### src/rtl/pixel_node_pkg.sv
package pixel_node_pkg;
  localparam int unsigned CH_W  = 8;
  localparam int unsigned CH_N  = 3;
  localparam int unsigned WORD_W = CH_W * CH_N;

  // wire order: first component received is green, then red, then blue
  typedef struct packed {
    logic [CH_W-1:0] grn;
    logic [CH_W-1:0] red;
    logic [CH_W-1:0] blu;
  } pixel_t;
endpackage

### src/rtl/pn_sync_edge.sv
module pn_sync_edge (
  input  logic clk_i,
  input  logic rst_ni,
  input  logic d_i,
  output logic lvl_o,
  output logic rise_o,
  output logic fall_o
);
  logic s1_q, s2_q, s3_q;

  always_ff @(posedge clk_i or negedge rst_ni) begin
    if (!rst_ni) begin
      s1_q <= 1'b0;
      s2_q <= 1'b0;
      s3_q <= 1'b0;
    end else begin
      s1_q <= d_i;
      s2_q <= s1_q;
      s3_q <= s2_q;
    end
  end

  assign lvl_o  = s2_q;
  assign rise_o = s2_q & ~s3_q;
  assign fall_o = ~s2_q & s3_q;
endmodule

### src/rtl/pn_bit_recover.sv
module pn_bit_recover #(
  parameter int unsigned BIT_THRESH_CYC = 150,
  parameter int unsigned LATCH_CYC      = 12500
) (
  input  logic clk_i,
  input  logic rst_ni,
  input  logic lvl_i,
  input  logic rise_i,
  input  logic fall_i,
  output logic bit_vld_o,
  output logic bit_o,
  output logic latch_o
);
  localparam int unsigned HI_MAX = BIT_THRESH_CYC + 1;
  localparam int unsigned HI_W   = $clog2(HI_MAX + 1);
  localparam int unsigned LO_W   = $clog2(LATCH_CYC + 1);

  logic [HI_W-1:0] hi_cnt_q;
  logic [LO_W-1:0] lo_cnt_q;

  always_ff @(posedge clk_i or negedge rst_ni) begin
    if (!rst_ni) begin
      hi_cnt_q <= '0;
    end else if (rise_i) begin
      hi_cnt_q <= HI_W'(1);
    end else if (lvl_i && hi_cnt_q != HI_W'(HI_MAX)) begin
      hi_cnt_q <= hi_cnt_q + 1'b1;
    end
  end

  always_ff @(posedge clk_i or negedge rst_ni) begin
    if (!rst_ni) begin
      lo_cnt_q <= '0;
    end else if (lvl_i) begin
      lo_cnt_q <= '0;
    end else if (lo_cnt_q != LO_W'(LATCH_CYC)) begin
      lo_cnt_q <= lo_cnt_q + 1'b1;
    end
  end

  always_ff @(posedge clk_i or negedge rst_ni) begin
    if (!rst_ni) begin
      bit_vld_o <= 1'b0;
      bit_o     <= 1'b0;
      latch_o   <= 1'b0;
    end else begin
      bit_vld_o <= fall_i;
      bit_o     <= fall_i && (hi_cnt_q > HI_W'(BIT_THRESH_CYC));
      latch_o   <= !lvl_i && (lo_cnt_q == LO_W'(LATCH_CYC - 1));
    end
  end
endmodule

### src/rtl/pn_word_capture.sv
module pn_word_capture
  import pixel_node_pkg::*;
(
  input  logic   clk_i,
  input  logic   rst_ni,
  input  logic   bit_vld_i,
  input  logic   bit_i,
  input  logic   latch_i,
  output logic   fwd_vld_o,
  output logic   fwd_bit_o,
  output logic   full_o,
  output logic [$clog2(WORD_W+1)-1:0] cnt_o,
  output pixel_t disp_o
);
  localparam int unsigned CNT_W = $clog2(WORD_W + 1);

  logic [CNT_W-1:0]  cnt_q;
  logic [WORD_W-1:0] shr_q;
  pixel_t            disp_q;

  assign full_o = (cnt_q == CNT_W'(WORD_W));

  always_ff @(posedge clk_i or negedge rst_ni) begin
    if (!rst_ni) begin
      cnt_q  <= '0;
      shr_q  <= '0;
      disp_q <= '0;
    end else if (latch_i) begin
      if (full_o) disp_q <= pixel_t'(shr_q);
      cnt_q <= '0;
      shr_q <= '0;
    end else if (bit_vld_i && !full_o) begin
      shr_q <= {shr_q[WORD_W-2:0], bit_i};
      cnt_q <= cnt_q + 1'b1;
    end
  end

  assign fwd_vld_o = bit_vld_i && full_o && !latch_i;
  assign fwd_bit_o = bit_i;
  assign cnt_o     = cnt_q;
  assign disp_o    = disp_q;
endmodule

### src/rtl/pn_bit_regen.sv
module pn_bit_regen #(
  parameter int unsigned T0H_CYC  = 100,
  parameter int unsigned T1H_CYC  = 200,
  parameter int unsigned TBIT_CYC = 300
) (
  input  logic clk_i,
  input  logic rst_ni,
  input  logic start_i,
  input  logic bit_i,
  output logic busy_o,
  output logic dout_o
);
  localparam int unsigned SLOT_W = $clog2(TBIT_CYC + 1);

  logic [SLOT_W-1:0] slot_q;
  logic [SLOT_W-1:0] hi_len_q;
  logic              busy_q;

  always_ff @(posedge clk_i or negedge rst_ni) begin
    if (!rst_ni) begin
      busy_q   <= 1'b0;
      slot_q   <= '0;
      hi_len_q <= '0;
    end else if (start_i) begin
      busy_q   <= 1'b1;
      slot_q   <= '0;
      hi_len_q <= bit_i ? SLOT_W'(T1H_CYC) : SLOT_W'(T0H_CYC);
    end else if (busy_q) begin
      slot_q <= slot_q + 1'b1;
      if (slot_q == SLOT_W'(TBIT_CYC - 1)) busy_q <= 1'b0;
    end
  end

  assign busy_o = busy_q;
  assign dout_o = busy_q && (slot_q < hi_len_q);
endmodule

### src/rtl/pixel_node.sv
module pixel_node
  import pixel_node_pkg::*;
#(
  parameter int unsigned BIT_THRESH_CYC = 150,
  parameter int unsigned LATCH_CYC      = 12500,
  parameter int unsigned T0H_CYC        = 100,
  parameter int unsigned T1H_CYC        = 200,
  parameter int unsigned TBIT_CYC       = 300
) (
  input  logic            clk_i,
  input  logic            rst_ni,
  input  logic            din_i,
  output logic            dout_o,
  output logic [CH_W-1:0] grn_o,
  output logic [CH_W-1:0] red_o,
  output logic [CH_W-1:0] blu_o
);
  logic   lvl_w, rise_w, fall_w;
  logic   bit_vld_w, bit_w, latch_w;
  logic   fwd_vld_w, fwd_bit_w, full_w, busy_w;
  logic [$clog2(WORD_W+1)-1:0] cap_cnt_w;
  pixel_t disp_w;

  pn_sync_edge u_sync (
    .clk_i  (clk_i),
    .rst_ni (rst_ni),
    .d_i    (din_i),
    .lvl_o  (lvl_w),
    .rise_o (rise_w),
    .fall_o (fall_w)
  );

  pn_bit_recover #(
    .BIT_THRESH_CYC (BIT_THRESH_CYC),
    .LATCH_CYC      (LATCH_CYC)
  ) u_rec (
    .clk_i     (clk_i),
    .rst_ni    (rst_ni),
    .lvl_i     (lvl_w),
    .rise_i    (rise_w),
    .fall_i    (fall_w),
    .bit_vld_o (bit_vld_w),
    .bit_o     (bit_w),
    .latch_o   (latch_w)
  );

  pn_word_capture u_cap (
    .clk_i     (clk_i),
    .rst_ni    (rst_ni),
    .bit_vld_i (bit_vld_w),
    .bit_i     (bit_w),
    .latch_i   (latch_w),
    .fwd_vld_o (fwd_vld_w),
    .fwd_bit_o (fwd_bit_w),
    .full_o    (full_w),
    .cnt_o     (cap_cnt_w),
    .disp_o    (disp_w)
  );

  pn_bit_regen #(
    .T0H_CYC  (T0H_CYC),
    .T1H_CYC  (T1H_CYC),
    .TBIT_CYC (TBIT_CYC)
  ) u_regen (
    .clk_i   (clk_i),
    .rst_ni  (rst_ni),
    .start_i (fwd_vld_w),
    .bit_i   (fwd_bit_w),
    .busy_o  (busy_w),
    .dout_o  (dout_o)
  );

  assign grn_o = disp_w.grn;
  assign red_o = disp_w.red;
  assign blu_o = disp_w.blu;
endmodule

### config.mk
export PLATFORM = sky130hd
export DESIGN_NAME = pixel_node
export DESIGN_NICKNAME = d
export VERILOG_FILES = /design/src/rtl/pixel_node_pkg.sv /design/src/rtl/pn_sync_edge.sv /design/src/rtl/pn_bit_recover.sv /design/src/rtl/pn_word_capture.sv /design/src/rtl/pn_bit_regen.sv /design/src/rtl/pixel_node.sv
export SDC_FILE = /design/constraint.sdc
export NUM_CORES = 1
export LEC_CHECK = 0
export ABC_CLOCK_PERIOD_IN_PS = 2000
export BUFFER_PORTS_ARGS = -buffer_cell sky130_fd_sc_hd__buf_4
export CORE_AREA = 5 5 109 111
export DETAILED_ROUTE_END_ITERATION = 8
export DIE_AREA = 0 0 114 116
export GPL_ROUTABILITY_DRIVEN = 0
export GPL_TIMING_DRIVEN = 1
export PLACE_DENSITY = 0.67
export SYNTH_ARGS = -nofsm -noshare
export SYNTH_HDL_FRONTEND = slang
export SYNTH_SLANG_ARGS = --single-unit
### constraint.sdc
create_clock -name clk_i -period 2 [get_ports clk_i]
set_input_delay 0.2 -clock clk_i [delete_from_list [all_inputs] [get_ports clk_i]]
set_output_delay 0.2 -clock clk_i [all_outputs]
set_load 0.1 [all_outputs]
# Word-level counts from Yosys, hierarchy flattened
# Cells that the tools add are included.
[classes]
addsub = 4
bitwise = 4
reduce_logical = 15
muxes = 14
magnitude_cmp = 2
eq_ne = 5
[op_table]
columns = ["operator", "n"]
rows = [
  ["$mux 24", 2],
  ["$mux 14", 2],
  ["$mux 8", 3],
  ["$mux 9", 2],
  ["$add 14x1->14 const B", 1],
  ["$eq 14x14->1 const B", 1],
  ["$ne 14x14->1 const B", 1],
  ["$mux 5", 2],
  ["$add 9x1->9 const B", 1],
  ["$eq 9x9->1 const B", 1],
  ["$lt 9x9->1", 1],
  ["$add 8x1->8 const B", 1],
  ["$gt 8x8->1 const B", 1],
  ["$ne 8x8->1 const B", 1],
  ["$reduce_bool 2->1", 4],
  ["$logic_and 1x1->1", 7],
  ["$add 5x1->5 const B", 1],
  ["$eq 5x5->1 const B", 1],
  ["$logic_not 1->1", 3],
  ["$mux 1", 3],
  ["$and 1x1->1", 2],
  ["$not 1->1", 2],
  ["$reduce_and 2->1", 1],
]
[word_totals]
inputBits = 3
ff_bits = 100
out_inout_bits = 25
elab_cells = 60

# Depth between registers and ports, before layout
# Gate-level depths: netlist (run 1).
[depth]
depth_word = 5
mapped_depth = 8
ltp_nobuf = 6

# Cells and area by module
# From an unflattened synthesis (run 1), not the netlist that was laid out.
[unflattened]
hier_cells = 364
hier_area_um2 = 4388.0
[by_module_without_submodules]
columns = ["mod", "cells_each", "instances", "seq_area_each_um2", "area_per_inst_um2"]
rows = [
  ["pn_word_capture", 162, 1, 1326.3, 2326.0],
  ["pn_bit_recover", 129, 1, 625.6, 1272.5],
  ["pn_bit_regen", 68, 1, 325.3, 699.4],
  ["pn_sync_edge", 5, 1, 75.1, 90.1],
]

# Worst setup path after synthesis (run 1)
# OpenSTA, ideal clock, no wires.
[synth_timing]
path_kind = "register -> output"
from = "reg u_regen.slot_q[3]"
to = "out dout_o"
setup_slack_ns = -0.865
stages_incl_launch_ff = 5
path_buffers = 0
t_required_ns = 1.800
arrival_ns = 2.665
path_cell_list = "dfrtp_1 ha_1 a211o_1 a21o_1 a31oi_1"
[synth_between]
elab_chain_len = 2
[synth_lines]
columns = ["element", "line_no", "text"]
rows = [
  ["start: declaration", "pn_bit_regen.sv:15", "logic [SLOT_W-1:0] slot_q;"],
  ["start signal: assignment", "pn_bit_regen.sv:29", "slot_q <= slot_q + 1'b1;"],
  ["$lt 9x9->1", "pn_bit_regen.sv:35", "assign dout_o = busy_q && (slot_q < hi_len_q);"],
  ["$logic_and 1x1->1", "pn_bit_regen.sv:35", ""],
  ["end: declaration", "pixel_node.sv:13", "output logic dout_o,"],
]
# Every way passes these cells.

# Worst setup path in the final report (run 1)
[layout_timing]
from = "reg u_regen.hi_len_q[3]"
to = "out dout_o"
[layout_between]
elab_chain_len = 2
[layout_lines]
columns = ["element", "line_no", "text"]
rows = [
  ["start: declaration", "pn_bit_regen.sv:16", "logic [SLOT_W-1:0] hi_len_q;"],
  ["start signal: assignment", "pn_bit_regen.sv:27", "hi_len_q <= bit_i ? SLOT_W'(T1H_CYC) : SLOT_W'(T0H_CYC);"],
  ["$lt 9x9->1", "pn_bit_regen.sv:35", ""],
  ["$logic_and 1x1->1", "pn_bit_regen.sv:35", ""],
]
# Every way passes these cells.

==> results of run 1 <==
==> report_power, final <==
part	internal, mW	leakage [nW]	switching [mW]	total [mW]
combinational	0.137	0.886	0.172	0.309
clock	0.608	0.102	0.716	1.32
sequential	1.99	1.29	0.107	2.10
total	2.74	2.28	0.995	3.73
==> through the flow <==
step	std cells	util (%)	TNS, ns
final	576	45.9	-0.0104
after global routing	576	45.9	-0.0921
after CTS	576	45.8	-0.0390
after detailed placement	556	43.3	0
after global placement	556	43.3	0
after floorplan	394	-	0
==> layer usage <==
layer  up-vias  GRT usage [%]  wire length [um]
met3         6           2.82               283
li1       1426              -                 -
met4         0           3.80                54
met2        41           19.3              3490
met1      1432           16.1              3470
met5         -              0                 0
==> cell usage after synthesis (all sizes together) <==
master   number
o31ai         2
a211oi        3
a211o         1
inv          11
buf          11
or3           6
o311ai        1
mux2i         4
nor2b         2
and4          3
o2bb2ai       1
a21oi        36
or4           3
xor2         10
nand4b        2
o21ai        10
ha           11
nor3          4
nor4          3
or2           1
a31oi         1
mux2         25
and2          2
nand2        72
xnor2         7
nand3        11
nor3b         1
and4bb        1
nand2b        5
a21o          2
clkbuf        6
nor4b         2
nor2         26
and4b         1
dfrtp        94
nand4        13
==> state kept, by name (all words and copies together), names as in the netlist <==
name              count
u_sync.s1_q           1
u_sync.s3_q           1
u_sync.lvl_o          1
u_cap.cnt_o           5
u_cap.shr_q          24
u_rec.latch_o         1
u_rec.bit_vld_o       1
u_rec.lo_cnt_q       14
u_rec.bit_o           1
u_regen.busy_o        1
u_regen.slot_q        9
u_regen.hi_len_q      3
u_cap.disp_o         24
u_rec.hi_cnt_q        8
==> final cells by class <==
cell class                      count  area [um^2]  share of cell area [%]
Sequential cell                    94         2350                    47.9
Multi-Input combinational cell    272         1770                    36.0
Inverter                           11         41.3                   0.841
Clock buffer                        9          124                    2.52
Timing Repair Buffer               43          365                    7.44
Tap cell                          140          175                    3.57
Clock inverter                      7         87.6                    1.78
==> what timing repair did <==
action                                  in CTS  in global routing
pin swaps                                    2                  0
hold endpoints to repair                    38                  0
endpoints found under the setup margin       1                  1
hold buffers                                 2                  0
buffers inserted                             2                  0
resized for setup                            5                  1
==> layout by cell type, fill, tap and decap left out, drive strengths merged, types with 2 or more instances in the layout <==
cell type and n:
or4 3, mux2i 4, nor2b 2, nand2b 5, nor3 4, nor2 26, mux2 25, ha 11
nand2 72, clkinvlp 2, xnor2 7, a21o 2, nor4b 2, and2 2, dlygate4sd3 2, o21ai 10
and4 3, nor4 3, or3 6, buf 41, nand4 13, dfrtp 94, xor2 10, o31ai 2
nand3 11, a211oi 3, a21oi 36, nand4b 2, inv 15, clkbuf 9
==> cell families after synthesis <==
| group | after synthesis |
|---|---|
| simple gates | 158 |
| flops | 94 |
| mux | 29 |
| buf+inv | 28 |
| fa+ha+maj | 11 |
| xor+xnor | 17 |
| compound gates | 57 |
==> path summary, 6_finish.rpt <==
| check | from | end | cells after the start |
|---|---|---|---|
| hold reg to reg | u_sync.s1_q$_DFF_PN0_ | u_sync.lvl_o$_DFF_PN0_ | 0 |
| setup / recovery | u_regen.hi_len_q[3]$_DFFE_PN0P_ | dout_o | 6 |
| min in group clk_i | u_sync.s1_q$_DFF_PN0_ | u_sync.lvl_o$_DFF_PN0_ | 0 |
| hold / removal | rst_ni | u_rec.lo_cnt_q[8]$_DFFE_PN0P_ | 2 |
| max in group asynchronous | rst_ni | u_rec.lo_cnt_q[3]$_DFFE_PN0P_ | 3 |
| setup reg to reg | u_cap.cnt_o[0]$_DFFE_PN0P_ | u_cap.shr_q[9]$_DFFE_PN0P_ | 7 |
==> critical path, cell delays in order, from the launching register on <==
cell and delay (ns):
dfrtp_1 0.38, inv_2 0.09, ha_4 0.20, a211o_1 0.25, a21o_1 0.18, a31oi_4 0.16
buf_12 0.19
==> flow_summary.yaml, run 1 <==
sta:
  max_freq_mhz: 497
  clock_skew_ns: 0.0105
  rsz0062_at_grt: "true"
  tightest_slew_ns: 0.505
  slew_viol_final: 0
  setup_violations: 1
  layout_min_cycle_time_ns: 2.01
  fin_ws_ns: -0.0104
  period_share_pct: 101
  maxSlewHeadroom_pct: 66.3
  holdWs_ns: 0.346
  finalHoldViolCount: 0
synth:
  synth-simple-area-share_pct: 19.0
  synth_top_family_by_area: "simple AND/OR/NAND/NOR gates"
  synth_nets: 408
  synth_xor_area_share_pct: 3.54
  ys_ff_latch: 94
  syn_inst: 394
  yosysWarnings: 0
  yosysTopAreaCellShare_pct: 56.0
  yosysUniqueCellTypes: 47
  synthAdderAreaFrac_pct: 3.27
  synth.area.top_cells: "dfrtp_1, nand2_1, mux2_1"
  yosys.area.top_type: "dfrtp_1"
  seq_area_frac_synth_pct: 56.0
  synth_area_um2: 4200
  synth_compound_area_share_pct: 7.50
  synthMuxAreaShare_pct: 7.74
  avgSynthCellArea_um2: 10.7
cells_and_area:
  drive_gt1_share_pct: 16.7
  antennaDiodeCount: 0
  area_delta_synth_final_pct: 16.9
  finalNetCount: 445
  fill_cells: 998
  stdcell_area_um2: 4910
setup_path:
  arrival_ns: 1.81
  path_max_fanout: 3
  reg2reg_slack_ns: 0.24
  worstSetupPathType: "reg2out"
  start_kind: "register"
  crit_required_ns: 1.80
  end_kind: "output pin"
clock_network:
  cts_tree: "done"
  cts_sinks: 94
  cts_buffers: 9
  cts-root-buf: "clkbuf_8"
  clock_path_buffers: 2
  clk-insertion-delay-late_ns: 0.36
  htreeDepth: 3
  clk_pin_slew_ns: 0.09
status:
  status: "complete, but fails checks"
  violations: "negative setup slack"
routing:
  final_antenna_net_count: 0
  first_pass_iters: 4
  routed_wl_um: 7300
  drt_iter0_markers: 158
  wl_per_cell_um: 12.7
  routed-via-count: 2905
  route.detailed.drc: 0
  vias_per_cell: 5.04
global_routing:
  grt_first_pass_wirelength_um: 13200
  gr-total-overflow: 0
  antenna_found_initial: 0
  track_usage_pct: 12.0
  grt_start_max_net_pins: 43
  grt_pass1_vias: 2882
die:
  num_rows: 38
  die_w_um: 114
  pin_count: 28
  die_h_um: 116
  core_region_area_um2: 10700
  die-area_um2: 13200
  start_util_pct: 39.3
pwr:
  pwr_density_cell_nw_per_um2: 759
  p_leak_nw: 2.28
  power.total_mw: 3.73
  peakVddDrop_mv: 0.326
job:
  maxCapViolCount: 0
place:
  place_area_um2: 4630
  dp_hpwl_um: 5040
  io_buffer_count: 27
  pre_cts_ws_ns: 0.185
hold_path:
  hp-class: "in2async"
Power figures use the tool's default switching activity.
==> run 2, diff against run 1 <==
- ABC_AREA: default -> 1
- CORE_AREA: 5 5 109 111 -> 5 5 113 115
- DIE_AREA: 0 0 114 116 -> 0 0 118 120
- PLACE_DENSITY: 0.67 -> 0.61
==> run 2 against run 1 <==
Net effect:
- the run now ends clean
- final area is 5.3% higher
- critical path depth stayed put
- register-to-register slack better by 0.11 ns
- setup slack better by 0.15 ns
- clock power is 38% higher
- fmax is 8.2% higher
- largest power group unchanged
- flip-flop and latch count stayed put
- non-clock buffer count is 9 lower
- synthesized cell count is 33% higher
- highest routed layer unchanged
- count of clock-buffer cells in the layout stayed put
==> flow_summary.yaml, run 2 <==
status:
  status: "finished clean"
sta:
  holdWs_ns: 0.345
  max_freq_mhz: 538
  maxSlewHeadroom_pct: 68.0
  slew_viol_final: 0
  tightest_slew_ns: 0.480
  rsz0062_at_grt: "false"
  layout_min_cycle_time_ns: 1.86
  clock_skew_ns: 0.00723
  tns_ns: 0
  setup_violations: 0
  finalHoldViolCount: 0
  period_share_pct: 92.9
synth:
  ys_ff_latch: 94
  yosysMostFrequentCell: "nand2_1"
  yosys.area.top_type: "dfrtp_1"
  yosysWarnings: 0
  seq_area_frac_synth_pct: 52.0
  ys_top_cells_by_count: "nand2_1, dfrtp_1, inv_1, nor2_1, nand3_1"
  synth.area.top_cells: "dfrtp_1, nand2_1, nand3_1"
  ys.flop_type: "dfrtp_1"
  avgSynthCellArea_um2: 8.63
  async_flop_share_pct: 100
  syn_inst: 524
  synth_area_um2: 4520
  synth_edf_count: 0
  yosysTopAreaCellShare_pct: 52.0
  yosysUniqueCellTypes: 34
  synth_nets: 538
clock_network:
  cts_sinks: 94
  clk-insertion-delay-late_ns: 0.34
  clk_pin_slew_ns: 0.07
  clock_path_buffers: 2
  cts_buffers: 9
  htreeDepth: 3
  cts_tree: "done"
  cts_setup_buffers: 0
  cts-root-buf: "clkbuf_16"
global_routing:
  gr-total-overflow: 0
  grt_first_pass_wirelength_um: 15800
  grt_pass1_vias: 3528
  antenna_found_initial: 0
  grt_start_max_net_pins: 49
  track_usage_pct: 13.2
cells_and_area:
  area_delta_synth_final_pct: 14.4
  multi_input_area_um2: 1790
  register_area_um2: 2350
  layout_common_cells: "nand2_1, dfrtp_1, inv_1"
  drive_gt1_share_pct: 14.6
  antennaDiodeCount: 0
  fill_cells: 1154
  finalNetCount: 564
  final_common_cell: "nand2_1"
  final_core_util_pct: 44.2
die:
  die_w_um: 118
  pin_count: 28
  die-area_um2: 14200
  die_h_um: 120
  start_util_pct: 38.6
  num_rows: 40
  core_region_area_um2: 11700
job:
  maxCapViolCount: 0
routing:
  wl_per_cell_um: 12.2
  drt_iter0_markers: 192
  routed_wl_um: 8580
  final_antenna_net_count: 0
  first_pass_iters: 4
  route.detailed.drc: 0
  vias_per_cell: 4.87
  routed-via-count: 3422
pwr:
  peakVddDrop_mv: 0.573
  p_leak_nw: 2.43
  pwr_density_cell_nw_per_um2: 820
  power.total_mw: 4.24
setup_path:
  start_kind: "register"
  arrival_ns: 1.66
  path_common_cell: "nand2_1"
  path_cells: "ha_1 -> o21ai_0 -> nand2_1 -> nand2_1 -> o211a_1 -> buf_6"
  crit_required_ns: 1.80
  end_kind: "output pin"
  worstSetupPathType: "reg2out"
  path_max_fanout: 7
  critPathMaxStageDelay_ns: 0.45
  slowest_stage: "dfrtp_1"
place:
  dp_hpwl_um: 5910
  io_buffer_count: 27
hold_path:
  hp-class: "in2async"
## run 2: cell types whose count changed after synthesis, moves of 20 or more
cell     before  now
inv_1        10   64
mux2_1       20    0
o21ai_0       9   33
a21oi_1      36   11
nor2_1       26   53
nand2_1      72  115
o21ai_2       0   23
nand3_1      11   52
## run 2: worst paths after layout
| check | start | to | slack [ns] | depth (start not counted) |
|---|---|---|---|---|
| worst max-delay path | u_regen.slot_q[3]$_DFFE_PN0P_ | dout_o | 0.14 | 6 |
| worst min-delay path | rst_ni | u_cap.disp_o[9]$_DFFE_PN0P_ | 0.34 | 2 |
| worst max register to register | u_cap.cnt_o[0]$_DFFE_PN0P_ | u_cap.shr_q[3]$_DFFE_PN0P_ | 0.35 | 8 |
| worst min register to register | u_sync.s1_q$_DFF_PN0_ | u_sync.lvl_o$_DFF_PN0_ | 0.36 | 0 |
| max in group asynchronous | rst_ni | u_rec.lo_cnt_q[3]$_DFFE_PN0P_ | 0.99 | 3 |
| min in group clk_i | u_sync.s1_q$_DFF_PN0_ | u_sync.lvl_o$_DFF_PN0_ | 0.36 | 0 |
## run 2: where the power goes
part	internal (mW)	switching [mW]	leakage (nW)
Combinational	0.118	0.217	0.993
Clock	1.10	0.726	0.148
Sequential	1.98	0.0996	1.29
Total	3.20	1.04	2.43
## run 2: final cells by class
cell class / count / area share, %
sequential: 94 / 45.5
multi-input combinational: 346 / 34.7
timing repair buffer: 34 / 5.34
inverter: 65 / 4.72
clock buffer: 9 / 4.35
tap: 147 / 3.56
clock inverter: 7 / 1.86
## run 2: critical path, delay by kind of cell, from the launching register on
family                   cells  cell delay [ns]
flip-flops                   1             0.45
adder cells (fa/ha/maj)      1             0.29
AND/OR/NAND/NOR              2             0.14
AO/OA/AOI/OAI                2             0.22
buffers and inverters        1             0.22
## run 2: per-layer routing
layer  up-vias  global-route usage (%)  share of wire (%)
met1      1634                    16.6                 47
met2        44                    22.1                 48
li1       1730                       -                  -
met4         0                    4.30                1.5
met5         -                       0                  0
met3        14                    3.58                3.8
## run 2: stage by stage
| stage | area (um^2) | setup WS [ns] | std cells |
|---|---|---|---|
| floorplan | 4520 | 0.264 | 524 |
| global placement | 4830 | 0.413 | 684 |
| detailed placement | 4830 | 0.336 | 684 |
| CTS | 5170 | 0.0730 | 702 |
| global route | 5170 | 0.0436 | 702 |
| finish | 5170 | 0.142 | 702 |
## run 2: what timing repair did
item	4_1_cts	5_1_grt
gates resized for setup	0	2
hold endpoints to repair	31	0
setup endpoints to repair	0	1
hold buffers	2	0
## run 2: kinds of logic (layout without fill, tap and decap cells)
logic type	Yosys count	in the layout	share of synthesized area [%]
fa+ha+maj	11	11	3.04
xor+xnor	7	7	1.36
compound gates	84	84	11.5
flops	94	94	52.0
simple gates	244	244	23.8
buf+inv	84	115	8.33
